`config.mk`:
```
export PLATFORM = sky130hd
export DESIGN_NAME = flash_id_probe
export DESIGN_NICKNAME = d
export VERILOG_FILES = /design/src/rtl/flash_probe_pkg.sv /design/src/rtl/probe_bus_seq.sv /design/src/rtl/probe_delay.sv /design/src/rtl/probe_id_check.sv /design/src/rtl/flash_id_probe.sv
export SDC_FILE = /design/constraint.sdc
export NUM_CORES = 1
export LEC_CHECK = 0
export ABC_AREA = 1
export BUFFER_PORTS_ARGS = -buffer_cell sky130_fd_sc_hd__buf_2
export CORE_UTILIZATION = 40
export DETAILED_ROUTE_END_ITERATION = 6
export GPL_ROUTABILITY_DRIVEN = 0
export HOLD_SLACK_MARGIN = 0.05
export PLACE_DENSITY = 0.68
export SKIP_LAST_GASP = 1
export SLEW_MARGIN = 10
export SYNTH_ARGS = -nofsm -noshare
export SYNTH_HDL_FRONTEND = slang
export SYNTH_SLANG_ARGS = --single-unit
```
`constraint.sdc`:
```
create_clock -name clk -period 3.4 [get_ports clk]
set_input_delay 0.34 -clock clk [delete_from_list [all_inputs] [get_ports clk]]
set_output_delay 0.34 -clock clk [all_outputs]
set_load 0.01 [all_outputs]
```
`src/rtl/flash_probe_pkg.sv`:
```
package flash_probe_pkg;

    typedef enum logic [1:0] {
        KIND_NONE  = 2'd0,
        KIND_RAM   = 2'd1,
        KIND_FLASH = 2'd2,
        KIND_ROM   = 2'd3
    } mem_kind_e;

    typedef enum logic [4:0] {
        S_IDLE, S_SETTLE, S_RAM_RD, S_RAM_WB, S_RAM_F0, S_RAM_CHK,
        S_RAM_WAIT, S_RAM_RST, S_RAM_VER, S_RAM_F0B,
        S_UL1, S_UL2, S_UL3, S_ID0, S_ID1, S_ID2, S_ID3,
        S_EXIT, S_FIN
    } probe_state_e;

    localparam logic [7:0] CMD_READ_MODE = 8'hF0;
    localparam logic [7:0] CMD_UNLOCK_A  = 8'hAA;
    localparam logic [7:0] CMD_UNLOCK_B  = 8'h55;
    localparam logic [7:0] CMD_ID_QUERY  = 8'h90;

    localparam logic [11:0] ADR_CMD_HI  = 12'h555;
    localparam logic [11:0] ADR_CMD_LO  = 12'h2AA;
    localparam logic [11:0] ADR_MIRROR  = 12'h100;

endpackage

```
`src/rtl/probe_bus_seq.sv`:
```
// Runs one bus access at a time. The strobe is held for ACC_CYC cycles,
// and ack marks the final cycle, in which the read data is valid.
module probe_bus_seq #(
    parameter int ADDR_W  = 12,
    parameter int ACC_CYC = 3
) (
    input  logic              clk,
    input  logic              rst_n,
    input  logic              req,
    input  logic              wr,
    input  logic [ADDR_W-1:0] addr,
    input  logic [7:0]        wdata,
    output logic              ack,
    output logic [7:0]        rdata,
    output logic [ADDR_W-1:0] mem_addr,
    output logic [7:0]        mem_wdata,
    input  logic [7:0]        mem_rdata,
    output logic              mem_we,
    output logic              mem_re
);
    localparam int CW = (ACC_CYC > 1) ? $clog2(ACC_CYC) : 1;

    logic              busy_q, busy_d;
    logic [CW-1:0]     cnt_q, cnt_d;
    logic              wr_q, wr_d;
    logic [ADDR_W-1:0] addr_q, addr_d;
    logic [7:0]        wdata_q, wdata_d;
    logic              last;

    always_comb begin
        last    = busy_q && (cnt_q == CW'(ACC_CYC - 1));
        busy_d  = busy_q;
        cnt_d   = cnt_q;
        wr_d    = wr_q;
        addr_d  = addr_q;
        wdata_d = wdata_q;
        if (!busy_q && req) begin
            busy_d  = 1'b1;
            cnt_d   = '0;
            wr_d    = wr;
            addr_d  = addr;
            wdata_d = wdata;
        end else if (busy_q) begin
            if (last) busy_d = 1'b0;
            else      cnt_d  = cnt_q + 1'b1;
        end
    end

    always_ff @(posedge clk or negedge rst_n) begin
        if (!rst_n) begin
            busy_q  <= 1'b0;
            cnt_q   <= '0;
            wr_q    <= 1'b0;
            addr_q  <= '0;
            wdata_q <= '0;
        end else begin
            busy_q  <= busy_d;
            cnt_q   <= cnt_d;
            wr_q    <= wr_d;
            addr_q  <= addr_d;
            wdata_q <= wdata_d;
        end
    end

    assign ack       = last;
    assign rdata     = mem_rdata;
    assign mem_addr  = addr_q;
    assign mem_wdata = wdata_q;
    assign mem_we    = busy_q && wr_q;
    assign mem_re    = busy_q && !wr_q;
endmodule

```
`src/rtl/probe_delay.sv`:
```
// One-shot wait. After go, expire goes high for one cycle, DELAY_CYC cycles later.
module probe_delay #(
    parameter int DELAY_CYC = 25000
) (
    input  logic clk,
    input  logic rst_n,
    input  logic go,
    output logic expire
);
    localparam int CW = $clog2(DELAY_CYC + 1);

    logic          run_q, run_d;
    logic [CW-1:0] cnt_q, cnt_d;

    always_comb begin
        expire = run_q && (cnt_q == '0);
        run_d  = run_q;
        cnt_d  = cnt_q;
        if (go) begin
            run_d = 1'b1;
            cnt_d = CW'(DELAY_CYC - 1);
        end else if (expire) begin
            run_d = 1'b0;
        end else if (run_q) begin
            cnt_d = cnt_q - 1'b1;
        end
    end

    always_ff @(posedge clk or negedge rst_n) begin
        if (!rst_n) begin
            run_q <= 1'b0;
            cnt_q <= '0;
        end else begin
            run_q <= run_d;
            cnt_q <= cnt_d;
        end
    end
endmodule

```
`src/rtl/probe_id_check.sv`:
```
// Decides whether the two ID bytes are plausible: each must match its
// mirror copy and have odd parity.
module probe_id_check (
    input  logic [7:0] lo_byte,
    input  logic [7:0] hi_byte,
    input  logic [7:0] lo_mirror,
    input  logic [7:0] hi_mirror,
    output logic       id_ok
);
    logic mirror_ok;
    logic parity_ok;

    always_comb begin
        mirror_ok = (lo_byte == lo_mirror) && (hi_byte == hi_mirror);
        parity_ok = (^lo_byte) && (^hi_byte);
        id_ok     = mirror_ok && parity_ok;
    end
endmodule

```
`src/rtl/flash_id_probe.sv`:
```
module flash_id_probe
    import flash_probe_pkg::*;
#(
    parameter int ADDR_W     = 12,
    parameter int ACC_CYC    = 3,
    parameter int SETTLE_MAX = 10000,
    parameter int DELAY_CYC  = 25000
) (
    input  logic              clk,
    input  logic              rst_n,
    input  logic              start,
    output logic              done,
    output logic [ADDR_W-1:0] mem_addr,
    output logic [7:0]        mem_wdata,
    input  logic [7:0]        mem_rdata,
    output logic              mem_we,
    output logic              mem_re,
    output logic [1:0]        mem_type,
    output logic [7:0]        mfr_id,
    output logic [7:0]        dev_id,
    output logic              id_valid
);
    localparam int SW = $clog2(SETTLE_MAX + 1);
    localparam logic [ADDR_W-1:0] A_ZERO = '0;
    localparam logic [ADDR_W-1:0] A_ONE  = ADDR_W'(1);
    localparam logic [ADDR_W-1:0] A_HI   = ADDR_W'(ADR_CMD_HI);
    localparam logic [ADDR_W-1:0] A_LO   = ADDR_W'(ADR_CMD_LO);
    localparam logic [ADDR_W-1:0] A_M0   = ADDR_W'(ADR_MIRROR);
    localparam logic [ADDR_W-1:0] A_M1   = ADDR_W'(ADR_MIRROR + 12'h1);

    typedef struct packed {
        probe_state_e state;
        logic [SW-1:0] nreads;
        logic [7:0]    prev;
        logic [7:0]    orig;
        logic [7:0]    id0;
        logic [7:0]    id1;
        logic [7:0]    id2;
        mem_kind_e     pend;
        mem_kind_e     kind;
        logic [7:0]    mfr;
        logic [7:0]    dev;
        logic          valid;
        logic          done;
    } probe_regs_t;

    probe_regs_t q, d;

    logic              bus_req, bus_wr, bus_ack;
    logic [ADDR_W-1:0] bus_addr;
    logic [7:0]        bus_wdata, bus_rdata;
    logic              tmr_go, tmr_exp, id_ok;

    probe_bus_seq #(.ADDR_W(ADDR_W), .ACC_CYC(ACC_CYC)) u_bus (
        .clk(clk), .rst_n(rst_n),
        .req(bus_req), .wr(bus_wr), .addr(bus_addr), .wdata(bus_wdata),
        .ack(bus_ack), .rdata(bus_rdata),
        .mem_addr(mem_addr), .mem_wdata(mem_wdata), .mem_rdata(mem_rdata),
        .mem_we(mem_we), .mem_re(mem_re)
    );

    probe_delay #(.DELAY_CYC(DELAY_CYC)) u_delay (
        .clk(clk), .rst_n(rst_n), .go(tmr_go), .expire(tmr_exp)
    );

    probe_id_check u_idchk (
        .lo_byte(q.id0), .hi_byte(q.id1),
        .lo_mirror(q.id2), .hi_mirror(bus_rdata),
        .id_ok(id_ok)
    );

    always_comb begin
        d         = q;
        d.done    = 1'b0;
        bus_req   = 1'b0;
        bus_wr    = 1'b0;
        bus_addr  = A_ZERO;
        bus_wdata = '0;
        tmr_go    = 1'b0;
        unique case (q.state)
            S_IDLE: begin
                if (start) begin
                    d.state  = S_SETTLE;
                    d.nreads = '0;
                end
            end
            S_SETTLE: begin
                bus_req = 1'b1;
                if (bus_ack) begin
                    if ((q.nreads != '0 && bus_rdata == q.prev) ||
                        (q.nreads == SW'(SETTLE_MAX - 1))) begin
                        d.state = S_RAM_RD;
                    end else begin
                        d.nreads = q.nreads + 1'b1;
                        d.prev   = bus_rdata;
                    end
                end
            end
            S_RAM_RD: begin
                bus_req  = 1'b1;
                bus_addr = A_HI;
                if (bus_ack) begin
                    d.orig  = bus_rdata;
                    d.state = S_RAM_WB;
                end
            end
            S_RAM_WB: begin
                bus_req = 1'b1; bus_wr = 1'b1; bus_addr = A_HI; bus_wdata = q.orig;
                if (bus_ack) d.state = S_RAM_F0;
            end
            S_RAM_F0: begin
                bus_req = 1'b1; bus_wr = 1'b1; bus_addr = A_HI; bus_wdata = CMD_READ_MODE;
                if (bus_ack) d.state = S_RAM_CHK;
            end
            S_RAM_CHK: begin
                bus_req  = 1'b1;
                bus_addr = A_HI;
                if (bus_ack) begin
                    if (bus_rdata != q.orig) begin
                        tmr_go  = 1'b1;
                        d.state = S_RAM_WAIT;
                    end else begin
                        d.state = S_UL1;
                    end
                end
            end
            S_RAM_WAIT: begin
                if (tmr_exp) d.state = S_RAM_RST;
            end
            S_RAM_RST: begin
                bus_req = 1'b1; bus_wr = 1'b1; bus_addr = A_HI; bus_wdata = q.orig;
                if (bus_ack) d.state = S_RAM_VER;
            end
            S_RAM_VER: begin
                bus_req  = 1'b1;
                bus_addr = A_HI;
                if (bus_ack) begin
                    if (bus_rdata == q.orig) begin
                        d.pend  = KIND_RAM;
                        d.state = S_FIN;
                    end else begin
                        d.state = S_RAM_F0B;
                    end
                end
            end
            S_RAM_F0B: begin
                bus_req = 1'b1; bus_wr = 1'b1; bus_addr = A_HI; bus_wdata = CMD_READ_MODE;
                if (bus_ack) d.state = S_UL1;
            end
            S_UL1: begin
                bus_req = 1'b1; bus_wr = 1'b1; bus_addr = A_HI; bus_wdata = CMD_UNLOCK_A;
                if (bus_ack) d.state = S_UL2;
            end
            S_UL2: begin
                bus_req = 1'b1; bus_wr = 1'b1; bus_addr = A_LO; bus_wdata = CMD_UNLOCK_B;
                if (bus_ack) d.state = S_UL3;
            end
            S_UL3: begin
                bus_req = 1'b1; bus_wr = 1'b1; bus_addr = A_HI; bus_wdata = CMD_ID_QUERY;
                if (bus_ack) d.state = S_ID0;
            end
            S_ID0: begin
                bus_req = 1'b1; bus_addr = A_ZERO;
                if (bus_ack) begin d.id0 = bus_rdata; d.state = S_ID1; end
            end
            S_ID1: begin
                bus_req = 1'b1; bus_addr = A_ONE;
                if (bus_ack) begin d.id1 = bus_rdata; d.state = S_ID2; end
            end
            S_ID2: begin
                bus_req = 1'b1; bus_addr = A_M0;
                if (bus_ack) begin d.id2 = bus_rdata; d.state = S_ID3; end
            end
            S_ID3: begin
                bus_req = 1'b1; bus_addr = A_M1;
                if (bus_ack) begin
                    if (id_ok) begin
                        d.pend  = KIND_FLASH;
                        d.state = S_EXIT;
                    end else begin
                        d.pend  = KIND_ROM;
                        d.state = S_FIN;
                    end
                end
            end
            S_EXIT: begin
                bus_req = 1'b1; bus_wr = 1'b1; bus_addr = A_HI; bus_wdata = CMD_READ_MODE;
                if (bus_ack) d.state = S_FIN;
            end
            S_FIN: begin
                d.done  = 1'b1;
                d.kind  = q.pend;
                d.valid = (q.pend == KIND_FLASH);
                d.mfr   = (q.pend == KIND_FLASH) ? q.id0 : 8'h00;
                d.dev   = (q.pend == KIND_FLASH) ? q.id1 : 8'h00;
                d.state = S_IDLE;
            end
            default: d.state = S_IDLE;
        endcase
    end

    always_ff @(posedge clk or negedge rst_n) begin
        if (!rst_n) begin
            q.state  <= S_IDLE;
            q.nreads <= '0;
            q.prev   <= '0;
            q.orig   <= '0;
            q.id0    <= '0;
            q.id1    <= '0;
            q.id2    <= '0;
            q.pend   <= KIND_NONE;
            q.kind   <= KIND_NONE;
            q.mfr    <= '0;
            q.dev    <= '0;
            q.valid  <= 1'b0;
            q.done   <= 1'b0;
        end else begin
            q <= d;
        end
    end

    assign done     = q.done;
    assign mem_type = q.kind;
    assign mfr_id   = q.mfr;
    assign dev_id   = q.dev;
    assign id_valid = q.valid;
endmodule

```
# == Yosys cells after proc, flatten, opt, wreduce, memory -nomap -nowiden ==
# Index checks and enable logic that the tools add are counted.
# Widths: inputs -> output; s select.
# op_classes
add_sub_neg,3
multipliers,0
div,0
order_cmp,0
n_eq_ne,49
shifts,0
mux,51
bitwise,1
n_reduce_logical,37
# op_table
operator,n
$mux 5,18
$pmux 5 s18,1
$pmux 11 s5,1
$mux 15,3
$ne 2x2->1 const B,22
$eq 5x4->1 const B,8
$pmux 8 s5,1
$eq 8x8->1,4
$pmux 14 s2,1
$mux 27,1
$mux 22,1
$eq 5x3->1 const B,4
$mux 19,1
$reduce_and 19->1,1
$mux 8,2
$reduce_or 16->1,1
$reduce_xor 8->1,2
$eq 5x5->1 const B,3
$logic_not 15->1,1
$sub 15x1->15 const B,1
$add 14x1->14 const B,1
$eq 14x14->1 const B,1
$mux 2,7
$reduce_bool 14->1,1
22 further kinds,54
# word_totals
reg_bits,121
latch_bits,0
ramBits,0
rom_bits,0
out_inout_bits,42
word_cells,161
n_memories,0

# == Logic depth before layout (Yosys ltp) ==
# Gate-level depths: netlist of run 1.
# logic_depth
ltp_word,6
ltp_mapped,13
depth_no_buf,13

# == Cells and area by module ==
# Synthesis of run 1 repeated with hierarchy kept, for this count alone.
# unflattened
cells_unflattened,1047
hier_area_um2,7467.2
# by_module_without_submodules
module,n_inst,cells_per_inst,area_each_um2,seq_area_each_um2
flash_id_probe,1,595,4657.0,2026.9
probe_bus_seq,1,119,1057.3,600.6
probe_delay,1,150,1048.5,400.4
probe_id_check,1,183,704.4,0.0

# == Worst setup path after synthesis of run 1 ==
# No wires, ideal clock.
# synth_timing
path_kind,register -> register
start,register q[62] (netlist name)
end,register q[66] (netlist name)
setup_time_ns,0.066
arrival_ns,1.589
t_required_ns,3.334
setup_slack_ns,1.745
path_stages_with_launch,14
n_path_buf,2
synth_period_minus_slack_ns,1.655
path_cell_list,dfrtp_1 ha_1 nand2_1 nor2_4 inv_2 nor2_2 nand4_2 nand2_2 buf_6 nand2_4 nand3b_4 buf_6 nand2_1 nand2_1
# synth_between
elab_chain_cells,5
elab_cells_between_ends,10
# synth_lines
item,line_no,rtl
start: declaration,flash_id_probe.sv:47,"probe_regs_t q, d;"
"parallel branches: the longest is 5 deep, another holds $add 14x1->14",--,
# Several ways; the timed one is not identified. The select of a mux whose other input is x is not followed.
# A chain may end at the register's enable or synchronous reset.

# == Worst setup path after layout of run 1 ==
# layout_timing
start,register u_bus.cnt_q[0]
end,register u_delay.cnt_q[11]
# layout_between
elab_chain_cells,6
elab_cells_between_ends,8
# layout_lines
item,line_no,rtl
start: declaration,probe_bus_seq.sv:24,"logic [CW-1:0] cnt_q, cnt_d;"
start signal: assignment,probe_bus_seq.sv:58,cnt_q <= cnt_d;
$eq 2x2->1 *,probe_bus_seq.sv:31,last = busy_q && (cnt_q == CW'(ACC_CYC - 1));
$logic_and 1x1->1 *,probe_bus_seq.sv:31,
$mux 1 *,flash_id_probe.sv:118,if (bus_ack) begin
$mux 1 *,flash_id_probe.sv:80,unique case (q.state)
$ne 2x2->1 (no line) or $reduce_bool 2->1 (tied branches),--,
$reduce_and 2->1 (no line),--,
end signal: assignment,probe_delay.sv:35,cnt_q <= cnt_d;
end: declaration,probe_delay.sv:13,"logic [CW-1:0] cnt_q, cnt_d;"
# Every way passes the cells marked *; elsewhere a longest branch is shown, timed or not.

==> flow_summary.ini, run 1 <==
[run_status]
status = completed

[routing]
drc = 0
wl_um = 14900
avgRoutedWirePerCell_um = 13.2
vias_per_cell = 4.85
ant_nets = 0
drtIter0Drc = 524
firstDrtPassIters = 7
vias = 5488

[worst_hold_path]
hold_path_end = q[58]$_DFFE_PN0P_
whs_path_depth = 3
min_from = mem_rdata[4]
hold_class = in2reg

[pwr]
clockPowerShare_pct = 29.3
power.density_mw_per_mm2 = 773
p_sw_share_pct = 39.5
internal_power_w = 0.00341
max-vdd-ir-drop_v = 0.000484
power.share.combinational_pct = 35.0
power_switching_w = 0.00222
power_frac_seq_pct = 35.8
p_leak_nw = 3.96

[global_routing]
grt_antenna_before_repair = 0
grt_pass1_wl_um = 24900
grt_max_degree = 54
gr-total-overflow = 0
globalRouteTotalUtil_pct = 19.4
grt_pass1_vias = 5032

[sta]
rsz0062_at_grt = false
hold-worst-slack_ns = 0.207
hold_viol_final = 0
clock_skew_ns = 0.00943
setup_viol = 0
slew-limit-headroom_pct = 59.6
fmax_mhz = 448
finalCritPeriodShare_pct = 65.6
period_needed_ns = 2.23
worst_slew_pin_slew_ns = 0.606
fin_setup_tns_ns = 0
slew_violations = 0

[floorplan]
die_area_mm2 = 0.0168
initial_core_util_pct = 40.9
io_pins = 53
coreArea_mm2 = 0.0159
die_w_um = 129
rows = 46
die_h_um = 129

[synthesis]
synth-seq-cells = 113
syn_nets = 894
netlist-cell-type-count = 37
yosys_warnings = 0
syn_inst = 878
avgSynthCellArea_um2 = 7.40
syn_area_mm2 = 0.00650
synth-seq-area-share_pct = 43.5

[cts]
cts_root_buffer = clkbuf_16
path_clk_slew_ns = 0.06
cts_resized = 0
clk_path_buf_depth = 2
cts_tree = built
cts_sinks = 113
cts_buffers = 17
worstSkewPairLatency_ns = 0.43
h-tree-depth = 4

[critical_path]
path_class = reg2reg
crit_path_end_kind = register
required_ns = 3.71
startpoint = u_bus.cnt_q[0]$_DFFE_PN0P_
r2r_cells = 9
rrSetupSlack_ns = 1.17
worstPathArrival_ns = 2.54
start_kind = register
r2r_start = u_bus.cnt_q[0]$_DFFE_PN0P_
r2r-end = u_delay.cnt_q[11]$_DFFE_PN0P_
cp_max_fo = 25

[placed_design]
io_buffers = 51
place_hpwl_um = 10700

[finish]
drive_above_1_share_pct = 12.7
multiInputGateArea_mm2 = 0.00299
seq_area_mm2 = 0.00283
layout.nets = 920
diodes = 0
area_delta_synth_final_pct = 12.1
fillers = 1617

[job]
drv_cap = 0
-- area by class of cell --
cell class / count / share of cell area, %
clock buffer: 20 / 6.27
clock inverter: 10 / 1.22
inverter: 96 / 4.95
multi-input combinational: 622 / 41.0
sequential: 113 / 38.8
tap: 216 / 3.71
timing repair buffer: 54 / 4.05
-- routing by layer --
| metal | GRT usage [%] | vias to the layer above | routed length [um] |
|---|---|---|---|
| met1 | 26.4 | 2530 | 7290 |
| met3 | 5.45 | 18 | 851 |
| li1 | - | 2786 | - |
| met4 | 7.05 | 0 | 193 |
| met5 | 0 | - | 0 |
| met2 | 29.6 | 154 | 6600 |
-- worst max-delay path: stages (launching register included) --
cell and delay, ns:
dfrtp_1 0.40, inv_1 0.06, ha_1 0.13, nand2_1 0.17
inv_2 0.41, nand3_1 0.43, nand2_1 0.30, nand3_1 0.09
nand2_1 0.07, nor2_1 0.05
-- kinds of logic after synthesis --
group                    share of synthesized area, %
flip-flops                                       43.5
other                                          0.0577
XOR/XNOR                                         5.52
buffers and inverters                            10.5
AO/OA/AOI/OAI                                    8.14
AND/OR/NAND/NOR                                  31.3
adder cells (fa/ha/maj)                         0.962
-- timing repair --
item	CTS	global route
hold buffers	1	0
setup buffers	0	0
hold endpoints to repair	38	0
-- placed cells by master (no fill, tap or decap), types with 9 or more instances in the layout --
| master | n |
|---|---|
| a21oi_1 | 21 |
| nor2_1 | 87 |
| nor3_1 | 11 |
| inv_1 | 86 |
| inv_2 | 9 |
| buf_2 | 50 |
| xor2_1 | 16 |
| clkbuf_16 | 17 |
| o21ai_0 | 71 |
| nand2_1 | 285 |
| nand3_1 | 50 |
| dfrtp_1 | 113 |
| xnor2_1 | 25 |
| nand4_1 | 12 |
-- Yosys cell counts, drive strengths merged --
cell	n	area share [%]
clkbuf	9	0.54
a41oi	2	0.27
buf	38	4.4
a211oi	1	0.12
nand4	13	1.3
ha	5	0.96
dfrtp	113	44
xor2	16	2.2
nor3	12	1.1
nand3b	1	0.31
or2	1	0.096
conb	1	0.058
nor2	98	6.6
o211ai	1	0.12
xnor2	25	3.4
o22ai	1	0.096
clkinv	1	0.058
a21oi	21	1.6
nor3b	1	0.12
nand2	294	18
nand3	52	4.2
inv	95	5.5
o21ai	77	5.9
-- power groups by stage --
stage	registers (W)	clock network, W	logic [W]
finish	0.00201	0.00165	0.00197
global route	0.00206	0.00173	0.00227
CTS	0.00201	0.00167	0.00197
detailed placement	0.00202	0	0.00195
global placement	0.00202	0	0.00193
floorplan	0.00192	0	0.00155
-- state kept, by name (all words and copies together), names as in the netlist --
name / count
done: 1
u_delay.cnt_q: 15
q: 61
id_valid: 1
u_bus.busy_q: 1
mem_type: 2
u_bus.wr_q: 1
mfr_id: 8
dev_id: 8
u_bus.mem_wdata: 8
u_bus.cnt_q: 2
u_delay.run_q: 1
u_bus.mem_addr: 4
-- metrics by stage --
stage          util [%]  power, W  cell area [um2]  cells  setup slack (ns)
2_1_floorplan         -   0.00347             6500    878              1.74
3_3_place_gp       42.4   0.00395             6730   1100              1.23
3_5_place_dp       42.4   0.00397             6730   1100              1.20
4_1_cts            45.9   0.00564             7290   1131              1.19
5_1_grt            45.9   0.00606             7290   1131             0.974
6_report           45.9   0.00563             7290   1131              1.17
-- how the worst max path moves through the flow --
stage / endpoint
after global routing: u_bus.mem_wdata[7]$_DFFE_PN0P_
final: u_delay.cnt_q[11]$_DFFE_PN0P_
after detailed placement: u_delay.cnt_q[11]$_DFFE_PN0P_
after floorplan: q[66]$_DFFE_PN0P_
after global placement: u_delay.cnt_q[11]$_DFFE_PN0P_
after CTS: u_delay.cnt_q[11]$_DFFE_PN0P_
No activity file was read; power rests on OpenSTA's default activity.
==> run 2, diff against run 1 <==
- PLACE_DENSITY: 0.68 -> 0.7
- clock period: 3.4 -> 2 ns (I/O delays scaled with it)
==> flow_summary.ini, run 2 (synthesis gave the netlist of run 1 again) <==
[run_status]
status = completed

[routing]
firstDrtPassIters = 5
met3_wirelength_um = 891
ant_nets = 0
vias = 5582
vias_per_cell = 4.88
wl_um = 14800
wl_met2_um = 6450
avgRoutedWirePerCell_um = 13.0
drc = 0
top_layer = met4
wl_met1_um = 7160
drtIter0Drc = 343

[finish]
drive_above_1_share_pct = 14.2
final_common_cell = nand2_1
regMostFlops = q
top_regs = q: 61 flops, u_delay.cnt_q: 15 flops
largest_register_ffs = 61
final_cell_mix = nand2_1 (285), dfrtp_1 (112), nor2_1 (87)
area_delta_synth_final_pct = 14.0
utilization_pct = 46.6
layout.nets = 935
diodes = 0

[pwr]
power.density_mw_per_mm2 = 1290
max-vdd-ir-drop_v = 0.000640
p_leak_nw = 4.04

[cts]
path_clk_slew_ns = 0.05
cts_tree = built
cts_root_buffer = clkbuf_16
h-tree-depth = 4
post_cts_buffers = 0
cts_buffers = 17
clk_path_buf_depth = 2
worstSkewPairLatency_ns = 0.42
cts_sinks = 113

[critical_path]
r2r_cells = 9
startpoint = q[77]$_DFFE_PN0P_
rrSetupSlack_ns = 0.15
path_class = reg2reg
critPathSlowestCell = dfrtp_1
crit_path_max_incr_delay_ns = 0.44
path_common_cell = nor2_1
crit_path_end_kind = register
worstPathArrival_ns = 2.14
crit_chain = inv_2 -> nand2_4 -> nor2_1 -> nand2_1 -> inv_1 -> nor2_1 -> nand4_1 -> nor3_2 -> o21ai_1
endpoint = u_bus.mem_addr[8]$_DFFE_PN0P_
required_ns = 2.29
start_kind = register
r2r_start = q[77]$_DFFE_PN0P_
cp_max_fo = 5
r2r-end = u_bus.mem_addr[8]$_DFFE_PN0P_

[floorplan]
coreArea_mm2 = 0.0159
io_pins = 53
rows = 46
die_w_um = 129
initial_core_util_pct = 40.9
die_h_um = 129
die_area_mm2 = 0.0168

[sta]
fin_setup_tns_ns = 0
slew_violations = 0
timing.final.ws_setup_ns = 0.151
clock_skew_ns = 0.0149
hold_viol_final = 0
slew-limit-headroom_pct = 62.1
period_needed_ns = 1.85
worst_slew_pin_slew_ns = 0.568
rsz0062_at_grt = true
setup_viol = 0
fmax_mhz = 541
finalCritPeriodShare_pct = 92.5

[global_routing]
globalRouteTotalUtil_pct = 19.5
grt_max_degree = 47
gr-total-overflow = 0
grt_antenna_before_repair = 0
grt_pass1_vias = 5170
grt_pass1_wl_um = 25200

[worst_hold_path]
hold_class = in2reg

[placed_design]
io_buffers = 51
place_ws_ns = 0.127
place_hpwl_um = 10800

[job]
drv_cap = 0
## run 2: report_power, final
part / total, W / internal, W / switching [W]
sequential: 0.00343 / 0.00286 / 0.000568
clock: 0.00262 / 0.00163 / 0.000991
combinational: 0.00349 / 0.00128 / 0.00222
total: 0.00954 / 0.00577 / 0.00377
## run 2: what timing repair did
item	in CTS	in global routing
hold buffers	1	0
setup endpoints to repair	0	15
hold endpoints to repair	31	0
resized for setup	0	7
## run 2: how the worst min path moves through the flow
stage / start / to / cells after the start / slack (ns)
floorplan: rst_n / dev_id[0]$_DFFE_PN0P_ / 0 / -0.1
global placement: rst_n / dev_id[2]$_DFFE_PN0P_ / 1 / 0.18
detailed placement: rst_n / dev_id[2]$_DFFE_PN0P_ / 1 / 0.18
CTS: mem_rdata[4] / q[58]$_DFFE_PN0P_ / 3 / 0.09
global route: mem_rdata[4] / q[58]$_DFFE_PN0P_ / 3 / 0.09
finish: mem_rdata[4] / q[58]$_DFFE_PN0P_ / 3 / 0.1
## run 2: metal layers
metal  global-route usage [%]  up-vias
met5                        0        -
met2                     29.0      161
met3                     4.91       22
met4                     8.82        0
met1                     26.6     2577
li1                         -     2822
## run 2: area by class of cell
type / instances / area [um2]
inverters: 96 / 360
clock buffers: 21 / 470
fillers: 1592 / 8480
repair buffers: 69 / 420
clock inverters: 6 / 37.5
multi-input cells: 622 / 3020
well taps: 216 / 270
flip-flops and latches: 113 / 2830
## run 2: through the flow
step	cells	hold WS, ns	power (W)	cell area [um2]
6_report	1143	0.0994	0.00954	7410
5_1_grt	1143	0.0899	0.0103	7410
4_1_cts	1143	0.0885	0.00952	7370
3_5_place_dp	1115	0.176	0.00684	6860
3_3_place_gp	1115	0.176	0.00677	6860
2_1_floorplan	878	-0.0956	0.00590	6500
## run 2: worst max-delay path: cells and delay by family (launching register included)
kind | cells | cell delay (ns)
compound gates | 1 | 0.09
simple gates | 6 | 1.03
flops | 1 | 0.44
buf+inv | 2 | 0.17
==> run 3, diff against run 2 <==
- CTS_BUF_LIST: not set -> sky130_fd_sc_hd__clkbuf_8
==> flow_summary.ini, run 3 (synthesis gave the netlist of run 1 again) <==
[job]
drv_cap = 0

[global_routing]
gr-total-overflow = 0
grt_antenna_before_repair = 0
grt_pass1_wl_um = 25100
grt_max_degree = 47
grt_use_met2_pct = 29.1
top_usage_layer = met2
grtUsageMet1_pct = 26.7
met3_usage_pct = 4.62
globalRouteTotalUtil_pct = 19.4
grt_pass1_vias = 5135

[routing]
firstDrtPassIters = 5
ant_nets = 0
drc = 0
drtIter0Drc = 398
wl_um = 14800
vias_per_cell = 4.85
avgRoutedWirePerCell_um = 12.9
vias = 5544

[cts]
cts_sinks = 113
cts_tree = built
cts_buffers = 17
clk_path_buf_depth = 2
worstSkewPairLatency_ns = 0.45
path_clk_slew_ns = 0.07
cts_root_buffer = clkbuf_8
h-tree-depth = 4

[critical_path]
rrSetupSlack_ns = 0.07
r2r_cells = 9
path_class = reg2reg
r2r-end = u_bus.mem_addr[8]$_DFFE_PN0P_
start_kind = register
required_ns = 2.31
r2r_start = q[77]$_DFFE_PN0P_
worstPathArrival_ns = 2.24
crit_path_end_kind = register
cp_max_fo = 5

[finish]
diodes = 0
drive_above_1_share_pct = 14.1
top_regs = q: 61 flops, u_delay.cnt_q: 15 flops
largest_register_ffs = 61
final_common_cell = nand2_1
layout.cells.non_filler = 1144
fillers = 1645
layout.nets = 936
final_cell_mix = nand2_1 (285), dfrtp_1 (112), nor2_1 (87), inv_1 (87), o21ai_0 (71)
area_delta_synth_final_pct = 11.0
regMostFlops = q

[sta]
finalCritPeriodShare_pct = 96.3
hold_viol_final = 0
setup_viol = 0
hold-worst-slack_ns = 0.216
fmax_mhz = 519
rsz0062_at_grt = true
slew-limit-headroom_pct = 60.6
worst_slew_pin_slew_ns = 0.591
period_needed_ns = 1.93
clock_skew_ns = 0.0144
slew_violations = 0

[worst_hold_path]
min_from = mem_rdata[0]
whs_path_depth = 3
hold_path_end = q[54]$_DFFE_PN0P_
hold_class = in2reg

[pwr]
internal_power_w = 0.00503
power_switching_w = 0.00367
power_frac_seq_pct = 39.3
max-vdd-ir-drop_v = 0.000535
p_leak_nw = 3.96
p_sw_share_pct = 42.2
power_w = 0.00870
power.share.combinational_pct = 40.0
power.density_mw_per_mm2 = 1210
clockPowerShare_pct = 20.7

[floorplan]
die_h_um = 129
die_w_um = 129
rows = 46
initial_core_util_pct = 40.9
io_pins = 53
coreArea_mm2 = 0.0159
die_area_mm2 = 0.0168

[placed_design]
dp_cells = 1115
io_buffers = 51
place_hpwl_um = 10800

[run_status]
status = completed
[run 3: power groups by stage]
| stage | Combinational, W | Clock, W | Sequential [W] |
|---|---|---|---|
| finish | 0.00348 | 0.00180 | 0.00342 |
| global route | 0.00398 | 0.00195 | 0.00349 |
| CTS | 0.00343 | 0.00185 | 0.00340 |
| detailed placement | 0.00341 | 0 | 0.00344 |
| global placement | 0.00334 | 0 | 0.00343 |
| floorplan | 0.00263 | 0 | 0.00327 |
[run 3: worst max-delay path by stage]
stage                      startpoint                             to  slack, ns
finish              q[77]$_DFFE_PN0P_  u_bus.mem_addr[8]$_DFFE_PN0P_       0.07
global placement    q[77]$_DFFE_PN0P_  u_bus.mem_addr[0]$_DFFE_PN0P_       0.16
detailed placement  q[80]$_DFFE_PN0P_  u_bus.mem_addr[0]$_DFFE_PN0P_       0.13
global route        q[77]$_DFFE_PN0P_  u_bus.mem_addr[8]$_DFFE_PN0P_      -0.09
CTS                 q[80]$_DFFE_PN0P_  u_bus.mem_addr[0]$_DFFE_PN0P_       0.11
floorplan           q[62]$_DFFE_PN0P_              q[66]$_DFFE_PN0P_       0.34
[run 3: stage by stage]
step / cell area (um2) / setup slack (ns) / utilization, % / TNS, ns
after floorplan: 6500 / 0.345 / - / 0
after global placement: 6860 / 0.161 / 43.2 / 0
after detailed placement: 6860 / 0.127 / 43.2 / 0
after CTS: 7190 / 0.109 / 45.3 / 0
after global routing: 7210 / -0.0862 / 45.4 / -0.0862
final: 7210 / 0.0746 / 45.4 / 0
[run 3: layer usage]
metal	up-vias	routed length [um]
met3	19	647
met2	153	6400
met1	2556	7420
met5	-	0
li1	2816	-
met4	0	278
[run 3: cell type report]
class | count | area, um2 | share of cell area, %
clock inverter | 7 | 41.3 | 0.572
clock buffer | 20 | 275 | 3.82
tap | 216 | 270 | 3.75
multi-input combinational | 622 | 3010 | 41.7
timing repair buffer | 70 | 430 | 5.97
inverter | 96 | 360 | 4.99
sequential | 113 | 2830 | 39.2
[run 3: timing repair]
action / in CTS / in global routing
buffers inserted: 0 / 0
setup endpoints to repair: 0 / 15
endpoints found under the hold margin: 32 / 0
gates resized for setup: 0 / 5
hold buffers: 2 / 0
[run 3: worst max-delay path, cell delays in order (launching register included)]
cell and delay [ns]:
dfrtp_1 0.44, inv_2 0.09, nand2_4 0.12, nor2_1 0.09, nand2_1 0.17, inv_1 0.08
nor2_1 0.10, nand4_1 0.22, nor3_1 0.40, o21ai_1 0.10
